## config.mk

```make
export PLATFORM = sky130hd
export DESIGN_NAME = event_status_bank
export DESIGN_NICKNAME = d
export VERILOG_FILES = /design/src/rtl/sbank_pkg.sv /design/src/rtl/sbank_rst_sync.sv /design/src/rtl/sbank_status.sv /design/src/rtl/sbank_en_reg.sv /design/src/rtl/sbank_irq.sv /design/src/rtl/event_status_bank.sv
export SDC_FILE = /design/constraint.sdc
export NUM_CORES = 1
export LEC_CHECK = 0
export BUFFER_PORTS_ARGS = -buffer_cell sky130_fd_sc_hd__buf_2
export CELL_PAD_IN_SITES_DETAIL_PLACEMENT = 0
export CELL_PAD_IN_SITES_GLOBAL_PLACEMENT = 1
export CORE_ASPECT_RATIO = 1.1
export CORE_MARGIN = 2
export CORE_UTILIZATION = 35
export DETAILED_ROUTE_END_ITERATION = 6
export MAX_ROUTING_LAYER = met4
export PLACE_DENSITY = 0.9
export RECOVER_POWER = 50
export SKIP_LAST_GASP = 1
export SLEW_MARGIN = 20
export SYNTH_ARGS = -nofsm -noshare
export SYNTH_HDL_FRONTEND = slang
export SYNTH_SLANG_ARGS = --single-unit
export TNS_END_PERCENT = 20
```

## constraint.sdc

```tcl
create_clock -name clk -period 1 [get_ports clk]
set_input_delay 0.15 -clock clk [delete_from_list [all_inputs] [get_ports clk]]
set_output_delay 0.15 -clock clk [all_outputs]
set_load 0.03 [all_outputs]
```

## src/rtl/sbank_pkg.sv

```systemverilog
package sbank_pkg;
  localparam int unsigned ADDR_W = 2;

  typedef enum logic [ADDR_W-1:0] {
    REG_STAT = 2'd0,
    REG_EN   = 2'd1
  } reg_sel_e;
endpackage

```

## src/rtl/sbank_rst_sync.sv

```systemverilog
module sbank_rst_sync #(
  parameter int unsigned STAGES = 2
) (
  input  logic clk,
  input  logic rst_n_a,
  output logic rst_n_s
);
  logic [STAGES-1:0] sync_q;
  logic [STAGES-1:0] sync_d;

  always_comb sync_d = {sync_q[STAGES-2:0], 1'b1};

  always_ff @(posedge clk or negedge rst_n_a) begin
    if (!rst_n_a) sync_q <= '0;
    else          sync_q <= sync_d;
  end

  assign rst_n_s = sync_q[STAGES-1];
endmodule

```

## src/rtl/sbank_status.sv

```systemverilog
module sbank_status #(
  parameter int unsigned W         = 8,
  parameter logic [W-1:0] LATCH_MAP = 8'hC7
) (
  input  logic         clk,
  input  logic         rst_n,
  input  logic [W-1:0] evt,
  input  logic [W-1:0] cond,
  input  logic         clr_stb,
  input  logic [W-1:0] clr_bits,
  output logic [W-1:0] stat_q,
  output logic [W-1:0] view
);
  for (genvar i = 0; i < W; i++) begin : g_bit
    if (LATCH_MAP[i]) begin : g_latched
      logic bit_q, bit_d, bit_ce;

      always_comb begin
        bit_ce = evt[i] | (clr_stb & clr_bits[i]);
        bit_d  = bit_q;
        if (clr_stb && clr_bits[i]) bit_d = 1'b0;
        if (evt[i])                 bit_d = 1'b1;   // set beats clear
      end

      always_ff @(posedge clk or negedge rst_n) begin
        if (!rst_n)      bit_q <= 1'b0;
        else if (bit_ce) bit_q <= bit_d;
      end

      assign stat_q[i] = bit_q;
      assign view[i]   = bit_q;
    end else begin : g_live
      assign stat_q[i] = 1'b0;
      assign view[i]   = cond[i];
    end
  end
endmodule

```

## src/rtl/sbank_en_reg.sv

```systemverilog
module sbank_en_reg #(
  parameter int unsigned W = 8
) (
  input  logic         clk,
  input  logic         rst_n,
  input  logic         we,
  input  logic [W-1:0] wdata,
  output logic [W-1:0] en_q
);
  logic [W-1:0] en_d;

  always_comb en_d = wdata;

  always_ff @(posedge clk or negedge rst_n) begin
    if (!rst_n)  en_q <= '0;
    else if (we) en_q <= en_d;
  end
endmodule

```

## src/rtl/sbank_irq.sv

```systemverilog
module sbank_irq #(
  parameter int unsigned W         = 8,
  parameter logic [W-1:0] LATCH_MAP = 8'hC7
) (
  input  logic         clk,
  input  logic         rst_n,
  input  logic [W-1:0] stat,
  input  logic [W-1:0] en,
  output logic         irq_n
);
  logic irq_n_d;

  always_comb irq_n_d = ~|(stat & en & LATCH_MAP);

  always_ff @(posedge clk or negedge rst_n) begin
    if (!rst_n) irq_n <= 1'b1;
    else        irq_n <= irq_n_d;
  end
endmodule

```

## src/rtl/event_status_bank.sv

```systemverilog
module event_status_bank
  import sbank_pkg::*;
#(
  parameter int unsigned  W         = 8,
  parameter logic [W-1:0] LATCH_MAP = 8'hC7
) (
  input  logic              clk,
  input  logic              rst_n,
  input  logic              wr_en,
  input  logic [ADDR_W-1:0] addr,
  input  logic [W-1:0]      wdata,
  output logic [W-1:0]      rdata,
  input  logic [W-1:0]      evt,
  input  logic [W-1:0]      cond,
  output logic              irq_n
);
  logic         rst_n_s;
  logic         wr_stat, wr_en_reg;
  logic [W-1:0] stat_q, stat_view, en_q;

  sbank_rst_sync #(.STAGES(2)) u_rst (
    .clk(clk), .rst_n_a(rst_n), .rst_n_s(rst_n_s)
  );

  always_comb begin
    wr_stat   = wr_en && (addr == REG_STAT);
    wr_en_reg = wr_en && (addr == REG_EN);
  end

  sbank_status #(.W(W), .LATCH_MAP(LATCH_MAP)) u_stat (
    .clk(clk), .rst_n(rst_n_s), .evt(evt), .cond(cond),
    .clr_stb(wr_stat), .clr_bits(wdata), .stat_q(stat_q), .view(stat_view)
  );

  sbank_en_reg #(.W(W)) u_en (
    .clk(clk), .rst_n(rst_n_s), .we(wr_en_reg), .wdata(wdata), .en_q(en_q)
  );

  sbank_irq #(.W(W), .LATCH_MAP(LATCH_MAP)) u_irq (
    .clk(clk), .rst_n(rst_n_s), .stat(stat_q), .en(en_q), .irq_n(irq_n)
  );

  always_comb begin
    case (addr)
      REG_STAT: rdata = stat_view;
      REG_EN:   rdata = en_q;
      default:  rdata = '0;
    endcase
  end
endmodule

```

==> run summary <==
Synth cell types: 14
Detailed Route Iter0 Violations: 9
Area Growth Syn to Fin: 40.5%
H-tree depth: 1
Final Non-Filler Cells: 136
Pwr/cell area: 1510 mW/mm^2
Fraction of layout cells with a size suffix above 1: 0.509
Worst hold path class: in2reg
Startpoint Class: flop
Via Count: 633
Die ar.: 0.00254 mm^2
TritonCTS clock tree: done
Post-synthesis simple-gate area fraction: 0.126
DR pass1 iterations: 4
Post-synthesis mux area share: 0.226
Detail Placement HPWL: 1180 um
LEAKAGE: 0.000551 uW
Routed Antenna Nets: 0
DRC violations left: 0
Drt via density: 4.65
Core area: 0.00202 mm^2
FP Rows: 17
Largest family of logic cells by synthesized area: multiplexers
Largest net degree at the start of global routing: 15
Wire per inst: 11.5 um
Synth Register Bits: 16
Initial Util: 0.373
Final Setup Violations: 10
Layout Nets: 138
Fin Setup TNS: -1.63 ns
DRT Wirelength: 1570 um
CP max FO: 3
Skew final: 0.00245 ns
Global-route wire length before repair: 2570 um
Final hold slack: 0.0504 ns
Sequential area share after synthesis: 0.533
Placed cell count: 123
Pins Over Slew Limit: 0
Synth Warn #: 0
WP data arrival: 1.04 ns
Post-Syn Area per Cell: 11.8 um^2
RSZ-0062 raised after global routing: yes
GPL Wtd Cong: 0.643
Post-layout minimum cycle time: 1.19 ns
DIE HEIGHT: 52.7 um
Cells after Synth: 64
Root Buffer: clkbuf_4
I/O Buffers: 29
Gr ovfl total: 0
Setup crit end kind: primary output
Worst Setup Slack, final: -0.192 ns
Crit path kind: reg2out
Cell Area, Synth: 753 um^2
Ports: 38
Diode count: 0
Compound-Gate Fraction of Synth Area: 0.0548
Final cycle utilization of the critical path: 1.19
Post-Synth XOR/XNOR Area: 0
Synth Area in Adders: 0
Status: complete, but fails checks
F_max: 0.839 GHz
Worst-path clk slew: 0.09 ns
Final hold vios: 0
Antenna violations before repair: 0
Max-cap violations: 0
Peak VDD IR: 0.966 mV
Clk Latency, worst-skew pair: 0.28 ns
Clk buf depth: 2
Violated checks: setup timing
FILL cells: 195
Total Routing Usage GR: 0.146
CTS buffer count: 3
Vias in the first global route: 674
Worst Path Required: 0.85 ns
CTS Sinks: 16
Syn_nets: 93
Die extent in x: 48.2 um
==> cells by family after synthesis <==
group,count (synthesis)
and+or+nand+nor,18
DFF,16
AOI/OAI and AO/OA,6
buffers and inverters,7
other,1
muxes,16
==> per-stage QoR <==
step	power, uW	utilization	setup WS [ns]	area (um^2)
after detailed placement	1130	0.466	-0.0814	941
after CTS	1600	0.511	-0.201	1030
after global placement	1120	0.466	-0.0534	941
after global routing	1690	0.524	-0.268	1060
after floorplan	1020	-	0.0404	753
final	1600	0.524	-0.192	1060
==> cell type report <==
type                       instances  area (um^2)  share of cell area
sequential                        16          402               0.379
multi-input combinational         41          310               0.293
timing repair buffer              42          256               0.242
clock buffer                       4         36.3              0.0343
tap                               28         35.0              0.0331
inverter                           5         18.8              0.0177
==> path summary, 6_finish.rpt <==
path,from,endpoint,slack [ns],cells past startpoint
worst max-delay path,u_en.en_q[7],rdata[7],-0.19,3
worst max register to register,u_en.en_q[7],u_irq.irq_n,-0.11,3
min in group asynchronous,rst_n,u_rst.sync_q[0],0.18,2
max in group asynchronous,u_rst.sync_q[1],u_irq.irq_n,0.47,1
worst min-delay path,wdata[6],u_stat.g_bit[6].g_latched.bit_q,0.05,2
worst min register to register,u_rst.sync_q[1],u_en.en_q[6],0.23,1
==> where the power goes <==
part,internal (uW),switching [uW]
registers,726,39.2
clock network,221,194
logic,214,205
==> worst max-delay path: stages, from the launching register on <==
cell and delay, ns:
dfrtp_1 0.40, mux2i_1 0.13, nor2_1 0.06, buf_4 0.16
==> what timing repair did <==
| item | 4_1_cts | 5_1_grt |
|---|---|---|
| hold endpoints to repair | 2 | 0 |
| endpoints found under the setup margin | 10 | 10 |
| buffers inserted | 5 | 3 |
| hold buffers | 1 | 0 |
| gates resized for setup | 3 | 5 |
==> cell usage after synthesis <==
cell | instances | area [um^2]
inv_1 | 5 | 18.8
dfstp_2 | 1 | 26.3
dfrtp_1 | 15 | 375
conb_1 | 1 | 3.75
buf_6 | 2 | 22.5
and3_1 | 1 | 6.26
mux2_2 | 8 | 90.1
mux2i_1 | 8 | 80.1
a222oi_1 | 1 | 10.0
nand2_1 | 2 | 7.51
nand3b_4 | 1 | 20.0
nor2_1 | 13 | 48.8
a31oi_1 | 5 | 31.3
nor3b_2 | 1 | 12.5
==> sequential cells by signal, indices dropped and copies added (netlist names) <==
signal / cells
u_en.en_q: 8
u_rst.sync_q: 2
u_irq.irq_n: 1
u_stat.g_bit.g_latched.bit_q: 5
==> per-layer routing <==
metal	vias up	GRT usage	routed length, um
li1	307	-	-
met1	300	0.141	619
met2	24	0.263	836
met3	2	0.0414	104
met4	0	0.0495	5
met5	-	-	0
==> cell usage in the layout (no fill, tap or decap), types with 2 or more instances in the layout <==
master and count:
inv_1 5, buf_4 16, mux2_2 8, mux2i_1 8
nor2_1 13, nand2_1 2, a31oi_1 5, clkbuf_4 4
dfrtp_1 15, buf_2 22
(Power assumes the default switching activity.)
